--- config.mk ---
export PLATFORM = sky130hd
export DESIGN_NAME = refresh_owed_tracker
export DESIGN_NICKNAME = d
export VERILOG_FILES = /design/src/rtl/refq_pkg.sv /design/src/rtl/refq_interval_timer.sv /design/src/rtl/refq_sr_exit_detect.sv /design/src/rtl/refq_owed_counter.sv /design/src/rtl/refresh_owed_tracker.sv
export SDC_FILE = /design/constraint.sdc
export NUM_CORES = 1
export LEC_CHECK = 0
export ABC_AREA = 1
export BUFFER_PORTS_ARGS = -buffer_cell sky130_fd_sc_hd__buf_4
export CORE_MARGIN = 5
export CORE_UTILIZATION = 40
export CTS_BUF_LIST = sky130_fd_sc_hd__clkbuf_16
export DETAILED_ROUTE_END_ITERATION = 12
export GPL_TIMING_DRIVEN = 1
export PLACE_DENSITY_LB_ADDON = 0.25
export SYNTH_ARGS = -nofsm -noshare
export SYNTH_HDL_FRONTEND = slang
export SYNTH_SLANG_ARGS = --single-unit
export TNS_END_PERCENT = 30
--- constraint.sdc ---
create_clock -name clk -period 2.8 [get_ports clk]
set_input_delay 0 -clock clk [delete_from_list [all_inputs] [get_ports clk]]
set_output_delay 0 -clock clk [all_outputs]
set_load 0.005 [all_outputs]
--- src/rtl/refq_pkg.sv ---
// Shared types for the refresh accumulator.
// Assumes: top-up codes are two bits wide and map directly to amounts 0 to 3.
package refq_pkg;

    typedef enum logic [1:0] {
        TOPUP_NONE  = 2'b00,
        TOPUP_ONE   = 2'b01,
        TOPUP_TWO   = 2'b10,
        TOPUP_THREE = 2'b11
    } topup_e;

    // Converts a top-up code to the number of refreshes to add.
    function automatic logic [2:0] topup_amount(input topup_e code);
        case (code)
            TOPUP_NONE:  topup_amount = 3'd0;
            TOPUP_ONE:   topup_amount = 3'd1;
            TOPUP_TWO:   topup_amount = 3'd2;
            default:     topup_amount = 3'd3;
        endcase
    endfunction

endpackage

--- src/rtl/refq_interval_timer.sv ---
// Down-counting interval timer. While run is high it counts toward zero.
// At zero it emits one tick and reloads. While run is low it holds its phase.
// Assumes: reload_val is stable across reset release; period = reload_val + 1.
module refq_interval_timer #(
    parameter int INT_W = 16
) (
    input  logic             clk,
    input  logic             rst_n,
    input  logic             run,
    input  logic [INT_W-1:0] reload_val,
    output logic             tick
);

    logic [INT_W-1:0] remain;

    // Tick fires in the active cycle in which the timer reads zero.
    always_comb tick = run && (remain == '0);

    // Count down while running, reload on expiry, hold otherwise.
    always_ff @(posedge clk) begin
        if (!rst_n) begin
            remain <= reload_val;
        end else if (run) begin
            if (remain == '0) remain <= reload_val;
            else              remain <= remain - INT_W'(1);
        end
    end

    AST_TIMER_HOLD: assert property (@(posedge clk) disable iff (!rst_n)
        !run |=> $stable(remain));

    AST_TICK_RELOAD: assert property (@(posedge clk) disable iff (!rst_n)
        tick |=> remain == $past(reload_val));

endmodule

--- src/rtl/refq_sr_exit_detect.sv ---
// Flags the cycle in which the self-refresh status first drops after being high.
// Assumes: sr_active is already synchronous to clk.
module refq_sr_exit_detect (
    input  logic clk,
    input  logic rst_n,
    input  logic sr_active,
    output logic sr_exit
);

    logic sr_q;

    // Remember last cycle's self-refresh status.
    always_ff @(posedge clk) begin
        if (!rst_n) sr_q <= 1'b0;
        else        sr_q <= sr_active;
    end

    // Exit is the high-to-low transition seen this cycle.
    always_comb sr_exit = sr_q && !sr_active;

    AST_EXIT_ONCE: assert property (@(posedge clk) disable iff (!rst_n)
        sr_exit |=> !sr_exit);

endmodule

--- src/rtl/refq_owed_counter.sv ---
// Saturating owed-refresh counter. Each cycle it applies a single net update:
// top-up plus tick minus acknowledge, clamped between zero and full scale.
// Assumes: topup is already zero except in the self-refresh exit cycle.
module refq_owed_counter #(
    parameter int CNT_W = 4
) (
    input  logic             clk,
    input  logic             rst_n,
    input  logic [2:0]       topup,
    input  logic             tick,
    input  logic             ack,
    output logic [CNT_W-1:0] count
);

    localparam int SUM_W = CNT_W + 3;
    localparam logic [SUM_W-1:0] FULL = SUM_W'((1 << CNT_W) - 1);

    logic [SUM_W-1:0] gross;
    logic [SUM_W-1:0] net;

    // Combine all additions, take off an acknowledge with a floor of zero, then clamp.
    always_comb begin
        gross = SUM_W'(count) + SUM_W'(topup) + SUM_W'(tick);
        if (ack && gross != '0) net = gross - SUM_W'(1);
        else                    net = gross;
        if (net > FULL) net = FULL;
    end

    // Register the clamped net result.
    always_ff @(posedge clk) begin
        if (!rst_n) count <= '0;
        else        count <= net[CNT_W-1:0];
    end

    AST_NO_OVERFLOW: assert property (@(posedge clk) disable iff (!rst_n)
        (count == {CNT_W{1'b1}} && !ack) |=> count == {CNT_W{1'b1}});

    AST_ACK_DEC: assert property (@(posedge clk) disable iff (!rst_n)
        (ack && !tick && topup == 3'd0 && count != '0) |=> count == $past(count) - CNT_W'(1));

    AST_ACK_FLOOR: assert property (@(posedge clk) disable iff (!rst_n)
        (ack && !tick && topup == 3'd0 && count == '0) |=> count == '0);

endmodule

--- src/rtl/refresh_owed_tracker.sv ---
// Top level of the refresh accumulator. It decides when accrual runs, detects
// self-refresh exit, applies the top-up and raises the refresh request.
// Assumes: all inputs are synchronous to clk; refresh_ack only follows refresh_req.
module refresh_owed_tracker
    import refq_pkg::*;
#(
    parameter int CNT_W = 4,
    parameter int INT_W = 16
) (
    input  logic             clk,
    input  logic             rst_n,
    input  logic             refresh_en,
    input  logic             accrue_en,
    input  logic             init_done,
    input  logic [1:0]       topup_code,
    input  logic [INT_W-1:0] interval_ticks,
    input  logic             selfref_active,
    input  logic             refresh_ack,
    output logic             refresh_req,
    output logic [CNT_W-1:0] owed_count
);

    logic       accrue_run;
    logic       tick;
    logic       sr_exit;
    logic [2:0] topup_now;

    // Accrual runs under either enable, but only outside self-refresh.
    always_comb accrue_run = (refresh_en || accrue_en) && !selfref_active;

    // Top-up amount applies only in the exit cycle.
    always_comb topup_now = sr_exit ? topup_amount(topup_e'(topup_code)) : 3'd0;

    refq_interval_timer #(.INT_W(INT_W)) u_timer (
        .clk        (clk),
        .rst_n      (rst_n),
        .run        (accrue_run),
        .reload_val (interval_ticks),
        .tick       (tick)
    );

    refq_sr_exit_detect u_exit (
        .clk       (clk),
        .rst_n     (rst_n),
        .sr_active (selfref_active),
        .sr_exit   (sr_exit)
    );

    refq_owed_counter #(.CNT_W(CNT_W)) u_owed (
        .clk   (clk),
        .rst_n (rst_n),
        .topup (topup_now),
        .tick  (tick),
        .ack   (refresh_ack),
        .count (owed_count)
    );

    // Request issue while enabled, initialized and owing.
    always_comb refresh_req = refresh_en && init_done && (owed_count != '0);

    AST_REQ_NEEDS_OWED: assert property (@(posedge clk) disable iff (!rst_n)
        (owed_count == '0) |-> !refresh_req);

    AST_REQ_OFF_NO_EN: assert property (@(posedge clk) disable iff (!rst_n)
        (!refresh_en || !init_done) |-> !refresh_req);

    AST_NO_GROW_IDLE: assert property (@(posedge clk) disable iff (!rst_n)
        (!refresh_en && !accrue_en && !sr_exit) |=> owed_count <= $past(owed_count));

endmodule

; Yosys cells after proc, flatten, opt, wreduce, memory -nomap -nowiden
; Index checks and enable logic that the tools add are counted.
[op_classes]
addsub = 4
n_mux = 7
n_lt_le_gt_ge = 1
reduce_logical = 12
n_eq_ne = 3
[ops]
columns = op, n
row1 = 16-bit two-way mux, 3
row2 = 16-bit zero test, 1
row3 = "16-bit by 1-bit subtractor with 16-bit output, second input constant", 1
row4 = 7-bit by 1-bit adder with 7-bit output, 1
row5 = "7-bit by 4-bit > comparator with 1-bit output, second input constant", 1
row6 = 7-bit two-way mux, 1
row7 = 7-bit nonzero test, 1
row8 = "7-bit by 1-bit subtractor with 7-bit output, second input constant", 1
row9 = 1-bit logical AND, 6
row10 = 2-bit case mux with 3 select lines, 1
row11 = 4-bit by 3-bit adder with 5-bit output, 1
row12 = 4-bit two-way mux, 1
row13 = 4-bit nonzero test, 1
row14 = 3-bit two-way mux, 1
row15 = "2-bit by 1-bit == test with 1-bit output, second input constant", 1
row16 = "2-bit == test, second input constant", 1
row17 = 2-bit zero test, 1
row18 = "2-bit by 1-bit inequality test with 1-bit output, second input constant", 1
row19 = 1-bit zero test, 1
row20 = 1-bit logical OR, 1
[word_totals]
out_inout_bits = 5
in_bits = 25
wordCells = 30
reg_bits = 21

; Depth between registers and ports, before layout
; Gate-level depths: netlist of run 1.
[logic_depth]
depth_word = 10
depth_mapped = 24
depth_no_buf = 24

; Hierarchy
; Synthesis of run 1 repeated with hierarchy kept, for this count alone.
[unflattened]
hier_cells = 256
hier_area_um2 = 1823.0
[by_module_without_submodules]
columns = module, instances, seq_area_each_um2, cells_each, area_per_inst_um2
row1 = refq_interval_timer, 1, 480.5, 161, 1214.9
row2 = refq_owed_counter, 1, 80.1, 79, 530.5
row3 = refresh_owed_tracker, 1, 0.0, 11, 42.5
row4 = refq_sr_exit_detect, 1, 20.0, 5, 35.0

; Least setup slack after synthesis of run 1
; No wires, ideal clock.
[synth_path]
kind = register to register
start = reg u_timer.remain[0]
end = reg u_owed.count[1]
path_slack_ns = 0.091
setup_time_ns = 0.118
n_path_buf = 0
synth_period_minus_slack_ns = 2.709
required_ns = 2.682
stages_incl_launch_ff = 22
arrival_ns = 2.590
path_cell_list = edfxtp_1 > inv_1 > ha_1 > inv_1 > nor2_1 > inv_1 > nor2_1 > nand4_1 > nor2_1 > nand2_1 > nor3_1 > ha_1 > ha_1 > inv_1 > ha_1 > inv_1 > nor2_8 > nand3_4 > nand2_4 > nor2_2 > nor2_2 > a21oi_1
[synth_between]
elab_chain_len = 8
elab_cells_between_ends = 9
classes_between = 2 x add/sub / 1 x order compare / 2 x mux / 4 x reduce/logical
[synth_rtl]
columns = item, line
row1 = "start, declared", refq_interval_timer.sv:14  ; logic [INT_W-1:0] remain;
row2 = "start signal, assigned", refq_interval_timer.sv:22  ; remain <= reload_val;
row3 = "start signal, assigned", refq_interval_timer.sv:24  ; if (remain == '0) remain <= reload_val;
row4 = "start signal, assigned", refq_interval_timer.sv:25  ; else remain <= remain - INT_W'(1);
row5 = 16-bit zero test *, refq_interval_timer.sv:17  ; always_comb tick = run && (remain == '0);
row6 = 1-bit logical AND *, refq_interval_timer.sv:17
row7 = 7-bit by 1-bit adder with 7-bit output *, refq_owed_counter.sv:23  ; gross = SUM_W'(count) + SUM_W'(topup) + SUM_W'(tick);
row8 = "parallel branches: the longest is 2 deep, another holds 7-bit by 1-bit subtractor with 7-bit output", --
row9 = 7-bit two-way mux *, refq_owed_counter.sv:24  ; if (ack && gross != '0) net = gross - SUM_W'(1);
row10 = 7-bit by 4-bit > comparator with 1-bit output, refq_owed_counter.sv:26  ; if (net > FULL) net = FULL;
row11 = 4-bit two-way mux *, refq_owed_counter.sv:26
row12 = "end signal, assigned", refq_owed_counter.sv:32  ; else count <= net[CNT_W-1:0];
row13 = "end, declared", refq_owed_counter.sv:12  ; output logic [CNT_W-1:0] count
; Every way passes the cells marked *.
; A chain may end at the register's enable or synchronous reset.

; Worst setup path in the final report of run 1
[layout_path]
start = reg u_timer.remain[4]
end = reg u_owed.count[2]
; The elaborated chain is that of the path after synthesis.

==> results of run 1 <==
==> metal layers <==
metal	vias up	share of wire (%)	track usage, %	wire length, um
met4	0	2.5	7.847	117
met2	66	48	28.54	2208
met1	770	43	22.59	2008
li1	881	-	-	-
met3	13	6.7	2.432	313
met5	-	0	0	0
==> logic make-up after synthesis <==
logic type	count (synthesis)	share of synthesized area (%)
buffers and inverters	40	9.403
xor gates and xnor gates	8	4.282
DFF	21	35.47
and+or+nand+nor	121	36.01
AOI/OAI and AO/OA	24	9.021
adders and majority gates	7	5.810
==> cell type report <==
cell class              count  area, um^2
clock buffers               3       75.07
clock inverters             1       7.507
fillers                   343        1500
inverters                  37       146.4
multi-input cells         160        1001
flip-flops and latches     21       580.6
well taps                  50       62.56
repair buffers             76       598.1
==> synthesized netlist by cell type, types with 3 or more instances <==
cell / n
xor2_1: 8
o21ai_0: 7
inv_1: 33
a31oi_1: 8
nand4_1: 4
nor3_1: 3
edfxtp_1: 16
nor2_2: 4
ha_1: 6
buf_2: 3
nand2_2: 6
nand3_1: 21
nand2_1: 41
dfxtp_1: 5
inv_2: 4
a21oi_1: 5
nor2_1: 32
==> through the flow <==
stage	power [W]	hold slack, ps	utilization [%]	std cells	cell area (um^2)
after CTS	0.001424	9.268	59.29	343	2355
after global placement	0.001031	210.7	49.40	305	1962
after global routing	0.001637	40.81	62.22	348	2471
after detailed placement	0.001037	218.8	49.40	305	1962
final	0.001525	0.7288	62.22	348	2471
after floorplan	0.0008672	74.07	-	221	1637
==> power breakdown <==
part	switching [W]	internal (W)	total [W]
clock	0.000126	0.000194	0.000320
combinational	0.000399	0.000355	0.000754
sequential	0.0000578	0.000394	0.000451
==> critical path: cells and delay by family (launching register included) <==
family / cells / cell delay, ps
AOI/OAI and AO/OA: 1 / 130
adders and majority gates: 3 / 590
buffers and inverters: 4 / 310
DFF: 1 / 400
and+or+nand+nor: 12 / 1330
==> registers in the layout, summed over array words and instances (netlist names) <==
| name | flops |
|---|---|
| u_exit.sr_q | 1 |
| u_owed.count | 4 |
| u_timer.remain | 16 |
==> what timing repair did <==
item / CTS / global route
hold endpoints to repair: 1 / 0
endpoints found under the setup margin: 4 / 6
setup buffers: 33 / 5
pin swaps: 10 / 20
gates resized for setup: 13 / 22
hold buffers: 2 / 0
==> final timing paths <==
check | cells after the start | end | startpoint | slack (ps)
min reg2reg | 2 | u_timer.remain[15]$_DFFE_PP_ | u_timer.remain[15]$_DFFE_PP_ | 680
min | 3 | u_timer.remain[3]$_DFFE_PP_ | interval_ticks[3] | 0.7
max | 20 | u_owed.count[2]$_SDFF_PN0_ | u_timer.remain[4]$_DFFE_PP_ | -30
max reg2reg | 20 | u_owed.count[2]$_SDFF_PN0_ | u_timer.remain[4]$_DFFE_PP_ | -30
==> layout by cell type (no fill, tap or decap), types with 2 or more instances in the layout <==
master	instances
o21ai_0	7
inv_4	3
dlygate4sd3_1	2
nor2_4	2
nand2_1	37
nand2_2	10
clkbuf_16	3
dfxtp_1	5
inv_2	6
xor2_1	8
nand3_1	20
buf_6	6
ha_1	2
a21oi_1	5
nand2_4	2
ha_4	3
edfxtp_1	16
nand3_2	3
nor2_2	6
nor2_1	28
nand4_1	4
nor3b_1	2
a31oi_1	8
buf_4	68
inv_1	28
==> flow_metrics.py, run 1 <==
metrics = {
    "run_status": {
        "status": "complete, but fails checks",
        "failed_checks": "negative setup slack",
    },
    "routing": {
        "wl_per_cell_um": 13.36,
        "wl_um": 4648,
        "via_per_inst": 4.971,
        "drc": 0,
        "via_count": 1730,
        "ant_nets": 0,
        "drt_iter0_drc": 211,
        "dr.pass1.iters": 4,
    },
    "synthesis": {
        "syn_avg_cell_area_um2": 7.405,
        "synth.net_count": 253,
        "synth_edf_count": 16,
        "synth_top_cell_by_area": "edfxtp_1",
        "synth-seq-cells": 21,
        "synth_top_area_share_pct": 29.36,
        "async_reset_ff_share_pct": 0,
        "ys.flop_type": "edfxtp_1",
        "synth_area_leaders": "edfxtp_1, nand2_1, inv_1",
        "syn_area_mm2": 0.001637,
        "ys_warn_count": 0,
        "synth.distinct_cells": 29,
        "ys_seq_area_share_pct": 35.47,
        "syn_inst": 221,
    },
    "power_and_ir_drop": {
        "powerDensity_mw_per_mm2": 617.1,
        "leakage_nw": 1.171,
        "peakVddDrop_uv": 324.2,
    },
    "sta": {
        "tightest_slew_ps": 700.0,
        "fin_worst_skew_ps": 10.31,
        "finalMaxSlewViolations": 0,
        "tns_ps": -114.8,
        "relSlewSlack_pct": 53.22,
        "period_share_pct": 101.1,
        "setup_viol": 5,
        "clock.fmax_mhz": 353.4,
        "rsz0062_at_grt": "true",
        "finalCriticalPeriod_ps": 2830,
        "worst_slack_ps": -29.59,
        "hold_viol_final": 0,
    },
    "clock_tree": {
        "root_buffer": "clkbuf_16",
        "clock-sinks": 21,
        "clk_pin_slew_ps": 70,
        "clock_latency_ps": 260,
        "htreeDepth": 1,
        "cts_buffers": 3,
        "clk_path_buf_depth": 2,
        "cts_tree": "done",
    },
    "critical_path": {
        "crit_path_start_kind": "register",
        "cp.arrival_ps": 3020,
        "end_kind": "register",
        "crit_chain": "nor2_2 > nand3_1 > nor2_4 > inv_2 > nor2_4 > nand4_1 > nor2_1 > nand2_1 > nor3_2 > ha_2 > ha_4 > inv_4 > ha_4 > inv_4 > nor2_8 > nand3_4 > buf_4 > nand3_1 > nand2_1 > a21oi_1",
        "cp_slowest_cell": "edfxtp_1",
        "cpPeakStageDelay_ps": 400,
        "cp.required_ps": 2990,
        "worstSetupPathType": "reg -> reg",
        "path_max_fanout": 5,
    },
    "placement": {
        "gp_congestion": 0.8491,
        "io_buffers": 29,
        "dp_hpwl_um": 2908,
        "post-place-ws_ps": -125.9,
    },
    "layout": {
        "area_growth_pct": 50.99,
        "drive_gt1_share_pct": 40.60,
        "finalNetCount": 331,
        "n_antenna_cell": 0,
    },
    "grt": {
        "grt_max_degree": 23,
        "grtUsageTotal_pct": 17.35,
        "grt_pass1_wl_um": 7231,
        "grt.overflow.total": 0,
        "first_global_vias": 1607,
        "antenna_found_initial": 0,
    },
    "floorplan": {
        "die_area_mm2": 0.005471,
        "die_w_um": 73.97,
        "core_mm2": 0.003971,
        "start_util_pct": 41.21,
        "die_y_um": 73.97,
        "rows": 23,
        "io_pins": 30,
    },
    "run": {
        "maxCapViolCount": 0,
    },
    "worst_hold_path": {
        "hold_path.class": "in -> reg",
    },
}
Note: power is estimated with default switching activity, not from simulation.
==> run 2: changes to the inputs <==
--- a/config.mk
+++ b/config.mk
@@ -6,7 +6,7 @@
 export NUM_CORES = 1
 export LEC_CHECK = 0
 export ABC_AREA = 1
-export BUFFER_PORTS_ARGS = -buffer_cell sky130_fd_sc_hd__buf_4
+export BUFFER_PORTS_ARGS = -buffer_cell sky130_fd_sc_hd__buf_2
 export CORE_MARGIN = 5
 export CORE_UTILIZATION = 40
 export CTS_BUF_LIST = sky130_fd_sc_hd__clkbuf_16
==> flow_metrics.py, run 2 (synthesized netlist as in run 1, its figures left out) <==
metrics = {
    "sta": {
        "hold_viol_final": 0,
        "fin_worst_skew_ps": 1.847,
        "setup_viol": 0,
        "worst_slack_ps": 89.66,
        "tightest_slew_ps": 694.2,
        "clock.fmax_mhz": 369.0,
        "finalCriticalPeriod_ps": 2710,
        "finalMaxSlewViolations": 0,
        "period_share_pct": 96.80,
        "relSlewSlack_pct": 53.61,
        "rsz0062_at_grt": "true",
    },
    "clock_tree": {
        "htreeDepth": 1,
        "clk_path_buf_depth": 2,
        "clock-sinks": 21,
        "clock_latency_ps": 260,
        "clk_pin_slew_ps": 60,
        "root_buffer": "clkbuf_16",
        "cts_buffers": 3,
        "cts_tree": "done",
    },
    "layout": {
        "multi_input_area_um2": 974.7,
        "nFillCells": 388,
        "top_register": "u_timer.remain",
        "largest_register_ffs": 16,
        "area_growth_pct": 30.35,
        "finalNetCount": 303,
        "stdcell_count": 320,
        "utilization_pct": 53.72,
        "n_antenna_cell": 0,
        "layout_common_cells": "nand2_1, nor2_1, inv_1, buf_2, nand3_1",
        "fin_area_mm2": 0.002133,
        "drive_gt1_share_pct": 32.59,
        "reg_top3": "u_timer.remain x16, u_owed.count x4, u_exit.sr_q x1",
        "register_area_um2": 580.6,
        "final_common_cell": "nand2_1",
    },
    "worst_hold_path": {
        "hold_path.class": "in -> reg",
    },
    "placement": {
        "gp_congestion": 0.8586,
        "dp_hpwl_um": 2816,
        "numPlacedInstances": 308,
        "place_area_mm2": 0.001912,
        "post-place-ws_ps": -118.0,
        "io_buffers": 29,
    },
    "power_and_ir_drop": {
        "powerDensity_mw_per_mm2": 664.3,
        "power.total_w": 0.001417,
        "leakage_nw": 1.011,
        "peakVddDrop_uv": 386.0,
    },
    "grt": {
        "antenna_found_initial": 0,
        "grt_max_degree": 23,
        "grt.overflow.total": 0,
        "grt_pass1_wl_um": 5961,
        "first_global_vias": 1402,
        "grtUsageTotal_pct": 13.98,
    },
    "critical_path": {
        "cpPeakStageDelay_ps": 400,
        "crit_chain": "inv_2 > ha_4 > inv_2 > nor2_1 > inv_1 > nor2_2 > nand4_1 > nor2_1 > nand2_1 > nor3_2 > ha_2 > ha_4 > inv_4 > ha_4 > inv_4 > nor2_8 > nand3_4 > nand2_4 > o21ai_4 > nor2_1 > nor2_1",
        "cp.required_ps": 2950,
        "cp_slowest_cell": "edfxtp_1",
        "crit_top_cell": "nor2_1",
        "cp_num_buf_inv": 5,
        "end_kind": "register",
        "crit_path_start_kind": "register",
        "cpLargestDelayFamily": "simple AND/OR/NAND/NOR gates",
        "worstSetupPathType": "reg -> reg",
        "path_max_fanout": 6,
        "cp.arrival_ps": 2860,
    },
    "floorplan": {
        "core_mm2": 0.003971,
        "die_w_um": 73.97,
        "die_y_um": 73.97,
        "start_util_pct": 41.21,
        "io_pins": 30,
        "die_area_mm2": 0.005471,
        "rows": 23,
    },
    "routing": {
        "ant_nets": 0,
        "wl_um": 3633,
        "drt_iter0_drc": 99,
        "via_count": 1529,
        "drc": 0,
        "via_per_inst": 4.778,
        "dr.pass1.iters": 4,
        "wl_per_cell_um": 11.35,
    },
    "run_status": {
        "status": "complete, no violations",
    },
    "run": {
        "maxCapViolCount": 0,
    },
}
## run 2: cell count changes in the layout (fill, tap and decap cells not counted), sizes merged
cell and delta:
inv +1, clkinvlp -1, buf -28
## run 2: per-stage QoR
stage	hold WS, ps	TNS, ps
final	9.220	0
after global routing	23.66	-788.6
after CTS	7.075	0
after detailed placement	238.5	-444.7
after global placement	228.0	-239.6
after floorplan	74.07	0
## run 2: metal layers
metal	track usage, %	routed length (um)	vias up
met1	19.90	1844	681
met4	6.036	44	0
met3	2.027	195	4
met5	0	0	-
met2	21.06	1550	28
li1	-	-	816
## run 2: cell type report
class                           count  share of cell area [%]
Sequential cell                    21                   27.21
Tap cell                           50                   2.933
Multi-Input combinational cell    160                   45.69
Clock inverter                      1                  0.1760
Clock buffer                        3                   3.519
Inverter                           37                   6.745
Timing Repair Buffer               48                   13.72
## run 2: what timing repair did
action / in CTS / in global routing
resized for setup: 10 / 11
pin swaps: 5 / 16
hold buffers: 2 / 0
hold endpoints to repair: 1 / 0
endpoints found under the setup margin: 4 / 4
setup buffers: 2 / 4
## run 2: report_power, final
part | internal (W) | switching, W
logic | 0.000299 | 0.000366
clock network | 0.000191 | 0.000112
registers | 0.000394 | 0.0000550
total | 0.000884 | 0.000533
## run 2: tightest hold or removal path: cells and delay by family
kind / cells / cell delay [ps]
and+or+nand+nor: 2 / 90
buffers and inverters: 1 / 70
## run 2: path summary, 6_finish.rpt
check | start | endpoint | slack, ps | depth (start not counted)
max reg2reg | u_timer.remain[0]$_DFFE_PP_ | u_owed.count[0]$_SDFF_PN0_ | 90 | 21
max | u_timer.remain[0]$_DFFE_PP_ | u_owed.count[0]$_SDFF_PN0_ | 90 | 21
min reg2reg | u_timer.remain[15]$_DFFE_PP_ | u_timer.remain[15]$_DFFE_PP_ | 670 | 2
min | interval_ticks[3] | u_timer.remain[3]$_DFFE_PP_ | 9 | 3
==> run 3: changes to the inputs <==
--- a/config.mk
+++ b/config.mk
@@ -5,9 +5,9 @@
 export SDC_FILE = /design/constraint.sdc
 export NUM_CORES = 1
 export LEC_CHECK = 0
-export ABC_AREA = 1
+export ABC_AREA = 0
 export BUFFER_PORTS_ARGS = -buffer_cell sky130_fd_sc_hd__buf_2
-export CORE_MARGIN = 5
+export CORE_MARGIN = 10
 export CORE_UTILIZATION = 40
 export CTS_BUF_LIST = sky130_fd_sc_hd__clkbuf_16
 export DETAILED_ROUTE_END_ITERATION = 12
==> flow_metrics.py, run 3 <==
metrics = {
    "floorplan": {
        "die_y_um": 82.05,
        "core_mm2": 0.003689,
        "rows": 22,
        "die_area_mm2": 0.006732,
        "start_util_pct": 41.76,
        "die_w_um": 82.05,
        "io_pins": 30,
    },
    "critical_path": {
        "cp.required_ps": 2930,
        "cpPeakStageDelay_ps": 570,
        "cp_slowest_cell": "or4_4",
        "cpLargestDelayFamily": "simple AND/OR/NAND/NOR gates",
        "worstSetupPathType": "reg -> reg",
        "reg2reg_depth": 13,
        "crit_path_start_kind": "register",
        "cp_num_buf_inv": 1,
        "cp.arrival_ps": 2990,
        "crit_chain": "or4_4 > nor3_4 > nand2_1 > nor2_1 > ha_2 > ha_4 > inv_4 > ha_4 > nor4_1 > a22oi_1 > o221ai_1 > a31oi_1 > o221ai_2",
        "path_depth": 13,
        "crit_top_cell": "ha_4",
        "end_kind": "register",
        "path_max_fanout": 4,
    },
    "layout": {
        "fin_area_mm2": 0.002141,
        "finalNetCount": 261,
        "drive_gt1_share_pct": 38.60,
        "utilization_pct": 58.04,
        "layout_common_cells": "buf_4, buf_2, nand2_1",
        "reg_top3": "u_timer.remain x16, u_owed.count x4, u_exit.sr_q x1",
        "n_antenna_cell": 0,
        "area_growth_pct": 38.99,
        "largest_register_ffs": 16,
        "top_register": "u_timer.remain",
        "final_common_cell": "buf_4",
    },
    "routing": {
        "via_count": 1477,
        "drt_iter0_drc": 145,
        "ant_nets": 0,
        "wl_per_cell_um": 14.63,
        "route.met3.wl_um": 326,
        "maxUsedRoutingLayer": "met4",
        "via_per_inst": 5.351,
        "dr.pass1.iters": 4,
        "wl_met2_um": 1928,
        "wl_um": 4037,
        "wirelength_met1_um": 1729,
        "drc": 0,
    },
    "synthesis": {
        "synth-xor-area-share_pct": 9.098,
        "ys_seq_area_share_pct": 37.69,
        "syn_inst": 170,
        "synth.distinct_cells": 47,
        "synth_top_family_by_area": "simple AND/OR/NAND/NOR gates",
        "yosys.area_share.adder_pct": 6.174,
        "synth-seq-cells": 21,
        "synth_top_cell_by_area": "edfxtp_1",
        "synth_compound_area_share_pct": 17.79,
        "ys_top_cells_by_count": "nand2_1, edfxtp_1, o21ai_0",
        "synth_top_area_share_pct": 31.19,
        "synth_edf_count": 16,
        "synth_most_common_cell": "nand2_1",
        "synthSimpleGateAreaFrac_pct": 24.86,
        "ys.flop_type": "edfxtp_1",
        "syn_avg_cell_area_um2": 9.060,
        "syn_area_mm2": 0.001540,
        "async_reset_ff_share_pct": 0,
        "synth.net_count": 202,
        "synth_area_leaders": "edfxtp_1, xnor2_1, nand2_1",
        "ys_warn_count": 0,
        "synth.mux.area_fraction_pct": 0.7311,
    },
    "run_status": {
        "failed_checks": "negative hold slack, negative setup slack",
        "status": "complete, but fails checks",
    },
    "placement": {
        "dp_hpwl_um": 3079,
        "place_area_mm2": 0.001944,
        "io_buffers": 29,
        "gp_congestion": 0.8052,
    },
    "grt": {
        "grt.overflow.total": 0,
        "antenna_found_initial": 0,
        "grt_pass1_wl_um": 6603,
        "grt_max_degree": 23,
        "first_global_vias": 1483,
        "grtUsageTotal_pct": 12.22,
    },
    "sta": {
        "tightest_slew_ps": 687.3,
        "tns_ps": -109.8,
        "finalMaxSlewViolations": 0,
        "hold_viol_final": 1,
        "relSlewSlack_pct": 54.07,
        "period_share_pct": 102.2,
        "worst_slack_ps": -61.12,
        "clock.fmax_mhz": 349.5,
        "hold_slack_ps": -0.1408,
        "setup_viol": 4,
        "rsz0062_at_grt": "true",
        "finalCriticalPeriod_ps": 2861,
        "fin_worst_skew_ps": 2.932,
    },
    "clock_tree": {
        "htreeDepth": 1,
        "clock_latency_ps": 250,
        "root_buffer": "clkbuf_16",
        "hold_buffers": 0,
        "clk_path_buf_depth": 2,
        "clk_pin_slew_ps": 60,
        "clock-sinks": 21,
        "cts_buffers": 3,
        "cts_tree": "done",
    },
    "power_and_ir_drop": {
        "leakage_nw": 0.9130,
        "power.total_w": 0.001494,
        "powerDensity_mw_per_mm2": 697.8,
        "peakVddDrop_uv": 375.4,
    },
    "run": {
        "maxCapViolCount": 0,
    },
    "worst_hold_path": {
        "whs_path_depth": 2,
        "hold_path.class": "in -> reg",
    },
}
run 3: cell types whose count changed after synthesis, sizes merged, moves of 6 or more:
| cell | change |
|---|---|
| xnor2 | +12 |
| nor2 | -27 |
| nand2 | -22 |
| o21ai | +6 |
| a31oi | -6 |
| nand3 | -19 |
| inv | -29 |
run 3: cell type report:
cell class	count	area, um^2
clock buffer	3	75.07
clock inverter	1	5.005
fill	330	1548
inverter	8	32.53
multi-input combinational	135	1010
sequential	21	580.6
tap	48	60.06
timing repair buffer	60	377.9
run 3: logic make-up after synthesis:
kind of cell | after synthesis
xor gates and xnor gates | 16
and+or+nand+nor | 71
buffers and inverters | 14
adders and majority gates | 7
DFF | 21
AOI/OAI and AO/OA | 40
muxes | 1
run 3: metrics by stage:
stage	hold slack [ps]	worst slack, ps	instances
global route	13.48	-188.1	276
CTS	0.2214	-51.83	274
finish	-0.1408	-61.12	276
global placement	236.8	-14.69	266
detailed placement	260.5	-151.3	266
floorplan	77.48	0.08638	170
run 3: where the power goes:
part / internal (W) / switching, W / leakage [nW] / total [W]
clock: 0.000192 / 0.000107 / 0.0409 / 0.000299
combinational: 0.000358 / 0.000357 / 0.666 / 0.000715
sequential: 0.000401 / 0.0000792 / 0.206 / 0.000480
total: 0.000951 / 0.000543 / 0.913 / 0.00149
run 3: routing by layer:
layer / GRT usage (%) / vias to the layer above
li1: - / 742
met1: 14.69 / 685
met2: 20.45 / 44
met3: 3.821 / 6
met4: 3.571 / 0
met5: 0 / -
run 3: what timing repair did:
item	4_1_cts	5_1_grt
pin swaps	9	10
endpoints found under the setup margin	4	4
buffers inserted	4	2
gates resized for setup	9	4
endpoints found under the hold margin	0	0
run 3: path summary, 6_finish.rpt:
kind | to | from | slack, ps
worst max-delay path | u_owed.count[3]$_SDFF_PN0_ | u_timer.remain[10]$_DFFE_PP_ | -60
worst min-delay path | u_exit.sr_q$_SDFF_PN0_ | selfref_active | -0.1
worst max register to register | u_owed.count[3]$_SDFF_PN0_ | u_timer.remain[10]$_DFFE_PP_ | -60
worst min register to register | u_timer.remain[13]$_DFFE_PP_ | u_timer.remain[13]$_DFFE_PP_ | 650
